$ cat config.mk
export PLATFORM = sky130hd
export DESIGN_NAME = irqRequester
export DESIGN_NICKNAME = d
export VERILOG_FILES = /design/src/rtl/irqReqPkg.sv /design/src/rtl/irqCtrl.sv /design/src/rtl/irqDatapath.sv /design/src/rtl/irqRequester.sv
export SDC_FILE = /design/constraint.sdc
export NUM_CORES = 1
export LEC_CHECK = 0
export ABC_AREA = 1
export CORE_ASPECT_RATIO = 0.9
export CORE_MARGIN = 10
export CORE_UTILIZATION = 30
export DETAILED_ROUTE_END_ITERATION = 6
export HOLD_SLACK_MARGIN = 0.06
export PLACE_DENSITY = 0.62
export SLEW_MARGIN = 20
export SYNTH_ARGS = -nofsm -noshare
export SYNTH_HDL_FRONTEND = slang
export SYNTH_SLANG_ARGS = --single-unit
export TNS_END_PERCENT = 30
$ cat constraint.sdc
create_clock -name clk -period 1.9 [get_ports clk]
set_clock_uncertainty 0.05 [all_clocks]
set_input_delay 0.285 -clock clk [delete_from_list [all_inputs] [get_ports clk]]
set_output_delay 0.285 -clock clk [all_outputs]
set_load 0.02 [all_outputs]
$ cat src/rtl/irqReqPkg.sv
package irqReqPkg;
  localparam int BYTE_W  = 8;
  localparam int WORD_W  = 2 * BYTE_W;
  localparam int NUM_LVL = 7;
  localparam int LVL_W   = 3;
  localparam int EN_W    = 5;
  localparam int ADDR_W  = 2;

  localparam logic [ADDR_W-1:0] A_CTRL = 2'd0;
  localparam logic [ADDR_W-1:0] A_STAT = 2'd1;
  localparam logic [ADDR_W-1:0] A_ID   = 2'd2;
  localparam logic [ADDR_W-1:0] A_OPT  = 2'd3;

  localparam int F_LVL_LO = 13;
  localparam int F_EN_LO  = 8;

  typedef struct packed {
    logic wrCtrl;
    logic wrId;
    logic wrOpt;
    logic ackLoc;
    logic ackSw;
    logic softClr;
  } strobeT;
endpackage

$ cat src/rtl/irqCtrl.sv
module irqCtrl
  import irqReqPkg::*;
(
  input  logic              regWe,
  input  logic [ADDR_W-1:0] regAddr,
  input  logic              softRst,
  input  logic              ackStb,
  input  logic [LVL_W-1:0]  ackLevel,
  input  logic              ack8,
  input  logic [NUM_LVL:1]  driveVec,
  input  logic [LVL_W-1:0]  locLevel,
  input  logic              locPending,
  input  logic              swSid8,
  input  logic              locSid8,
  output strobeT            st
);
  logic [NUM_LVL:0] driveFull;
  logic levelOk, locHere, locCan, swHere, swCan;

  always_comb begin
    driveFull = {driveVec, 1'b0};
    levelOk   = (ackLevel != '0);
    locHere   = levelOk && locPending && (locLevel == ackLevel);
    locCan    = locHere && (!ack8 || locSid8);
    swHere    = levelOk && driveFull[ackLevel];
    swCan     = swHere && (!ack8 || swSid8);

    st.softClr = softRst;
    st.wrCtrl  = regWe && !softRst && (regAddr == A_CTRL);
    st.wrId    = regWe && !softRst && (regAddr == A_ID);
    st.wrOpt   = regWe && !softRst && (regAddr == A_OPT);
    st.ackLoc  = ackStb && !softRst && locCan;
    st.ackSw   = ackStb && !softRst && !locCan && swCan;
  end
endmodule

$ cat src/rtl/irqDatapath.sv
module irqDatapath
  import irqReqPkg::*;
#(
  parameter int NUM_COND = 2
) (
  input  logic                clk,
  input  logic                rstN,
  input  strobeT              st,
  input  logic [ADDR_W-1:0]   regAddr,
  input  logic [WORD_W-1:0]   regWdata,
  output logic [WORD_W-1:0]   regRdata,
  input  logic [NUM_COND-1:0] condIn,
  input  logic [BYTE_W-1:0]   logicalAddr,
  input  logic [LVL_W-1:0]    ackLevel,
  input  logic                ack8,
  output logic                ackDone,
  output logic [WORD_W-1:0]   ackData,
  output logic [NUM_LVL:1]    irqN,
  output logic [NUM_LVL:1]    driveVec,
  output logic [LVL_W-1:0]    locLevel,
  output logic                locPending,
  output logic                swSid8,
  output logic                locSid8
);
  localparam int LV_N = NUM_LVL + 1;

  logic [NUM_LVL:1]    drive;
  logic [LVL_W-1:0]    level;
  logic [EN_W-1:0]     condEn;
  logic [WORD_W-1:0]   idReg;
  logic [WORD_W-1:0]   optReg;
  logic [NUM_COND-1:0] condStat, condPrev, condRise;
  logic [NUM_LVL:1]    lineAct;
  logic [LV_N-1:0]     clrFull;
  logic [BYTE_W-1:0]   statByte, locLow, swLow;
  logic [WORD_W-1:0]   reply;
  logic [EN_W-1:0]     enRead;

  assign swSid8  = optReg[0];
  assign locSid8 = optReg[2];
  assign locLow  = optReg[3] ? optReg[WORD_W-1:BYTE_W] : logicalAddr;
  assign swLow   = optReg[1] ? idReg[BYTE_W-1:0] : logicalAddr;

  assign driveVec   = drive;
  assign locLevel   = level;
  assign locPending = (|condStat) && (level != '0);
  assign condRise   = condIn & ~condPrev & condEn[NUM_COND-1:0];
  assign statByte   = {{(BYTE_W-NUM_COND){1'b0}}, condStat};
  assign clrFull    = st.ackSw ? (LV_N'(1) << ackLevel) : '0;
  assign enRead     = condEn;

  for (genvar k = 1; k <= NUM_LVL; k++) begin : gLine
    assign lineAct[k] = drive[k] | (locPending && (level == LVL_W'(k)));
    assign irqN[k]    = ~lineAct[k];
  end

  always_comb begin
    reply = '0;
    if (st.ackLoc)
      reply = ack8 ? {{BYTE_W{1'b0}}, locLow} : {statByte, logicalAddr};
    else if (st.ackSw)
      reply = ack8 ? {{BYTE_W{1'b0}}, swLow} : idReg;
  end

  always_ff @(posedge clk or negedge rstN) begin
    if (!rstN) begin
      drive  <= '0;
      level  <= '0;
      condEn <= '0;
      idReg  <= '0;
      optReg <= '0;
    end else if (st.softClr) begin
      drive <= '0;
    end else begin
      if (st.wrCtrl) begin
        drive  <= regWdata[NUM_LVL:1] & ~clrFull[NUM_LVL:1];
        level  <= regWdata[F_LVL_LO +: LVL_W];
        condEn <= regWdata[F_EN_LO +: EN_W];
      end else begin
        drive <= drive & ~clrFull[NUM_LVL:1];
      end
      if (st.wrId)  idReg  <= regWdata;
      if (st.wrOpt) optReg <= regWdata;
    end
  end

  always_ff @(posedge clk or negedge rstN) begin
    if (!rstN) begin
      condStat <= '0;
      condPrev <= '0;
    end else begin
      condPrev <= condIn;
      if (st.softClr)     condStat <= '0;
      else if (st.ackLoc) condStat <= condRise;
      else                condStat <= condStat | condRise;
    end
  end

  always_ff @(posedge clk or negedge rstN) begin
    if (!rstN) begin
      ackDone <= 1'b0;
      ackData <= '0;
    end else begin
      ackDone <= st.ackLoc | st.ackSw;
      if (st.ackLoc | st.ackSw) ackData <= reply;
    end
  end

  always_comb begin
    unique case (regAddr)
      A_CTRL:  regRdata = {level, enRead, drive, 1'b0};
      A_STAT:  regRdata = {statByte, lineAct, 1'b0};
      A_ID:    regRdata = idReg;
      default: regRdata = optReg;
    endcase
  end
endmodule

$ cat src/rtl/irqRequester.sv
module irqRequester
  import irqReqPkg::*;
#(
  parameter int NUM_COND = 2
) (
  input  logic                clk,
  input  logic                rstN,
  input  logic                softRst,
  input  logic                regWe,
  input  logic [1:0]          regAddr,
  input  logic [15:0]         regWdata,
  output logic [15:0]         regRdata,
  input  logic [NUM_COND-1:0] condIn,
  input  logic [7:0]          logicalAddr,
  input  logic                ackStb,
  input  logic [2:0]          ackLevel,
  input  logic                ack8,
  output logic                ackDone,
  output logic [15:0]         ackData,
  output logic [7:1]          irqN
);
  strobeT             st;
  logic [NUM_LVL:1]   driveVec;
  logic [LVL_W-1:0]   locLevel;
  logic               locPending, swSid8, locSid8;

  irqCtrl uCtrl (
    .regWe(regWe), .regAddr(regAddr), .softRst(softRst),
    .ackStb(ackStb), .ackLevel(ackLevel), .ack8(ack8),
    .driveVec(driveVec), .locLevel(locLevel), .locPending(locPending),
    .swSid8(swSid8), .locSid8(locSid8), .st(st)
  );

  irqDatapath #(.NUM_COND(NUM_COND)) uPath (
    .clk(clk), .rstN(rstN), .st(st), .regAddr(regAddr),
    .regWdata(regWdata), .regRdata(regRdata), .condIn(condIn),
    .logicalAddr(logicalAddr), .ackLevel(ackLevel), .ack8(ack8),
    .ackDone(ackDone), .ackData(ackData), .irqN(irqN),
    .driveVec(driveVec), .locLevel(locLevel), .locPending(locPending),
    .swSid8(swSid8), .locSid8(locSid8)
  );
endmodule

==> impl_metrics.prom <==
# TYPE chip_impl_metric gauge
chip_impl_metric{name="cts.sinks",unit=""} 68
chip_impl_metric{name="synthDominantCellAreaShare",unit="%"} 45.18
chip_impl_metric{name="worstRegToRegCells",unit=""} 11
chip_impl_info{name="synth.most_common_cell",value="nand2_1"} 1
chip_impl_info{name="path_cells",value="inv_1 -> buf_4 -> nand4_1 -> nand2_1 -> nand2_1 -> o2111ai_2 -> buf_6"} 1
chip_impl_metric{name="timing_worst_slew_pin_value",unit="ns"} 0.3796
chip_impl_metric{name="buffer_ports.inserted",unit=""} 76
chip_impl_metric{name="route.detailed.vias_per_inst",unit=""} 4.977
chip_impl_metric{name="synth-edff-count",unit=""} 0
chip_impl_metric{name="max_freq",unit="GHz"} 0.5157
chip_impl_metric{name="design.core.area",unit="um^2"} 12170
chip_impl_metric{name="p_leak",unit="nW"} 2.623
chip_impl_metric{name="synth_cells",unit=""} 485
chip_impl_metric{name="start_util",unit="%"} 30.94
chip_impl_metric{name="max-vdd-ir-drop",unit="mV"} 0.4411
chip_impl_metric{name="nFillCells",unit=""} 1230
chip_impl_metric{name="antenna_found_initial",unit=""} 0
chip_impl_metric{name="fin_total_pwr",unit="mW"} 5.036
chip_impl_metric{name="cp_data_arrival_time",unit="ns"} 1.60
chip_impl_info{name="result_of_the_run",value="complete, but fails checks"} 1
chip_impl_metric{name="top_level_ports",unit=""} 77
chip_impl_metric{name="cellPowerDensity",unit="nW/um^2"} 920.2
chip_impl_metric{name="clock_tree.htree_level_count",unit=""} 3
chip_impl_metric{name="final-max-slew-violation-count",unit=""} 0
chip_impl_metric{name="drt_first_pass_iters",unit=""} 5
chip_impl_metric{name="dpl-instance-area",unit="um^2"} 5070
chip_impl_metric{name="share_of_power_burned_in_registers",unit="%"} 37.5
chip_impl_metric{name="pwr-share-clk",unit="%"} 35.6
chip_impl_metric{name="timing.reg2reg.setup_slack",unit="ns"} 0.09
chip_impl_metric{name="timing.final.crit_share",unit="%"} 102.1
chip_impl_metric{name="gp_routability_congestion",unit=""} 0.9490
chip_impl_metric{name="detail_route.iter0.violations",unit=""} 328
chip_impl_info{name="tritoncts_clock_tree",value="done"} 1
chip_impl_info{name="worst_r2r_startpoint",value="uPath.locLevel[1]$_DFFE_PN0P_"} 1
chip_impl_info{name="kind_of_end_point_of_the_critical_path",value="output port"} 1
chip_impl_metric{name="hold_viol",unit=""} 0
chip_impl_info{name="yosysTopAreaCell",value="dfrtp_1"} 1
chip_impl_info{name="ys_top_cells_by_area",value="dfrtp_1 (45%), nand2_1 (13%), inv_1 (6.9%)"} 1
chip_impl_metric{name="syn_area",unit="um^2"} 3766
chip_impl_metric{name="wire_length_of_the_first_global_routing_pass",unit="um"} 20310
chip_impl_metric{name="die_x",unit="um"} 138.1
chip_impl_info{name="setup.worst_path.start_class",value="flop"} 1
chip_impl_metric{name="yosys.cell_types.count",unit=""} 33
chip_impl_metric{name="clock_insertion_delay_worst_skew",unit="ns"} 0.33
chip_impl_metric{name="ant_nets",unit=""} 0
chip_impl_metric{name="max_stage_delay",unit="ns"} 0.45
chip_impl_metric{name="grt_max_degree",unit=""} 69
chip_impl_metric{name="drc",unit=""} 0
chip_impl_metric{name="per_instance_average_area_after_synthesis",unit="um^2"} 7.765
chip_impl_metric{name="ys_warn_count",unit=""} 0
chip_impl_metric{name="layout_setup_ws",unit="ns"} -0.03903
chip_impl_metric{name="wl_per_cell",unit="um"} 16.50
chip_impl_metric{name="total_cts_buffers",unit=""} 9
chip_impl_info{name="critical_path_class",value="reg2out"} 1
chip_impl_metric{name="hpwlAfterDp",unit="um"} 9913
chip_impl_metric{name="path_max_fanout",unit=""} 4
chip_impl_metric{name="die_area",unit="um^2"} 17440
chip_impl_info{name="cts-root-buf",value="clkbuf_16"} 1
chip_impl_metric{name="ys_async_sr_fraction",unit="%"} 100.0
chip_impl_info{name="slowest_stage",value="dfrtp_2"} 1
chip_impl_info{name="timing.rr.end",value="uPath.ackData[9]$_DFFE_PN0P_"} 1
chip_impl_metric{name="worst_setup_hold_path_clk_slew",unit="ns"} 0.06
chip_impl_metric{name="timing.max_slew.rel_slack",unit="%"} 74.70
chip_impl_metric{name="synth.yosys.seq_area_share",unit="%"} 45.18
chip_impl_metric{name="internal_power",unit="mW"} 3.431
chip_impl_metric{name="part_of_the_power_in_combinational_logic",unit="%"} 27.0
chip_impl_metric{name="power.share.switching",unit="%"} 31.87
chip_impl_metric{name="wl",unit="um"} 12820
chip_impl_metric{name="synth_nets",unit=""} 522
chip_impl_metric{name="switchingPower",unit="mW"} 1.605
chip_impl_info{name="cpMostUsedCell",value="nand2_1"} 1
chip_impl_metric{name="std_cell_rows",unit=""} 38
chip_impl_info{name="failed_checks",value="setup timing"} 1
chip_impl_info{name="timing.hold.worst.start",value="condIn[1]"} 1
chip_impl_metric{name="clockBufferDepth",unit=""} 2
chip_impl_info{name="hold_class",value="in2reg"} 1
chip_impl_metric{name="num-nets-final",unit=""} 649
chip_impl_metric{name="combined_global_route_utilization_of_all_metal_layers",unit="%"} 14.25
chip_impl_metric{name="synth_seq_cells",unit=""} 68
chip_impl_info{name="synth_top_flop_cell",value="dfrtp_1"} 1
chip_impl_metric{name="worst_hold_path.num_cells",unit=""} 1
chip_impl_metric{name="fp.dieH",unit="um"} 126.3
chip_impl_metric{name="area_delta_synth_final",unit="%"} 45.32
chip_impl_metric{name="layout_min_cycle_time",unit="ns"} 1.939
chip_impl_metric{name="fraction_of_layout_instances_using_a_drive_strength_above_1",unit="%"} 24.64
chip_impl_metric{name="globalRouteOverflowTotal",unit=""} 0
chip_impl_info{name="grt_setup_unrepaired",value="yes"} 1
chip_impl_info{name="netlist_top_cells_count",value="nand2_1 (128), inv_1 (69), dfrtp_1 (68), o21ai_0 (49), nand3_1 (38)"} 1
chip_impl_metric{name="first_global_vias",unit=""} 3803
chip_impl_metric{name="final_design_area_no_fill",unit="um^2"} 5473
chip_impl_metric{name="crit_required",unit="ns"} 1.56
chip_impl_metric{name="final_setup_violating_endpoints",unit=""} 3
chip_impl_metric{name="dr_total_vias",unit=""} 3867
chip_impl_metric{name="antenna_cells",unit=""} 0
chip_impl_info{name="min_to",value="uPath.condPrev[1]$_DFF_PN0_"} 1
chip_impl_metric{name="max_cap_viols",unit=""} 0
-- timing repair --
| item | CTS | global route |
|---|---|---|
| setup buffers | 2 | 4 |
| pin swaps | 3 | 6 |
| cloned | 1 | 0 |
| setup endpoints to repair | 23 | 18 |
| gates resized for setup | 120 | 17 |
| hold buffers | 1 | 0 |
| endpoints found under the hold margin | 68 | 0 |
-- state kept, by name (all words and copies together) (netlist names) --
| signal | cells |
|---|---|
| uPath.optReg | 16 |
| uPath.ackDone | 1 |
| uPath.condStat | 2 |
| uPath.driveVec | 7 |
| uPath.locLevel | 3 |
| uPath.idReg | 16 |
| uPath.condPrev | 2 |
| uPath.ackData | 16 |
| uPath.condEn | 5 |
-- stage by stage --
stage	setup TNS [ns]	cells	utilization (%)	setup slack, ns	hold WS [ns]
2_1_floorplan	0	485	-	0.3078	-0.06059
3_3_place_gp	-9.657	753	41.65	-0.5283	0.2784
3_5_place_dp	-10.94	753	41.65	-0.5606	0.2874
4_1_cts	-0.005879	773	44.46	-0.005879	0.3687
5_1_grt	-0.4362	777	44.96	-0.08040	0.3850
6_report	-0.07614	777	44.96	-0.03903	0.3753
-- worst max-delay path, delay by kind of cell, from the launching register on --
kind	cells	cell delay, ns
compound gates	1	0.07
buf+inv	3	0.40
flops	1	0.45
simple gates	3	0.36
-- layer usage --
layer | part of all wire, % | wire length [um] | GRT usage, %
met3 | 5.0 | 637 | 2.611
met4 | 2.4 | 312 | 5.700
met1 | 46 | 5841 | 18.66
met2 | 47 | 6028 | 22.76
met5 | 0 | 0 | 0
-- cell usage in the layout, fill, tap and decap left out, types with 7 or more instances in the layout --
cell             Yosys  layout
o21ai_1             21      21
clkdlybuf4s50_1      0      50
nand3_1             38      35
buf_12               1       8
dfrtp_1             68      65
inv_2                6      11
buf_2                8      12
o21ai_0             49      43
o21ai_2              8      14
buf_4                7      58
nand2_1            128     126
nand4_1             12      12
inv_1               69      64
clkbuf_16            0       9
nand3b_1            10      10
o31ai_1              7       7
-- power groups by stage --
| stage | clock (mW) | sequential, mW | combinational [mW] |
|---|---|---|---|
| 2_1_floorplan | 0 | 1.91 | 0.595 |
| 3_3_place_gp | 0 | 1.88 | 1.32 |
| 3_5_place_dp | 0 | 1.89 | 1.34 |
| 4_1_cts | 1.82 | 1.87 | 1.32 |
| 5_1_grt | 1.88 | 1.91 | 1.49 |
| 6_report | 1.79 | 1.89 | 1.36 |
-- kinds of logic after synthesis --
family / after synthesis / share of synthesized area (%)
and+or+nand+nor: 208 / 25.45
AOI/OAI and AO/OA: 108 / 17.04
DFF: 68 / 45.18
buffers and inverters: 101 / 12.33
-- area by class of cell --
type / count / area (um^2) / share of cell area [%]
Sequential cell: 68 / 1705 / 31.16
Multi-Input combinational cell: 316 / 1677 / 30.64
Timing Repair Buffer: 139 / 1274 / 23.27
Inverter: 77 / 291.5 / 5.327
Clock buffer: 10 / 229.0 / 4.184
Tap cell: 160 / 200.2 / 3.658
Clock inverter: 6 / 88.84 / 1.623
Timing Repair inverter: 1 / 7.507 / 0.1372
-- worst max path at each step --
stage / start / to / cells past startpoint
detailed placement: regAddr[1] / regRdata[3] / 7
finish: uPath.locLevel[1]$_DFFE_PN0P_ / regRdata[4] / 7
floorplan: regAddr[1] / regRdata[1] / 4
global route: uPath.locLevel[1]$_DFFE_PN0P_ / regRdata[4] / 7
global placement: regAddr[1] / regRdata[2] / 6
CTS: uPath.locLevel[0]$_DFFE_PN0P_ / irqN[6] / 6
Power figures use the tool's default switching activity.
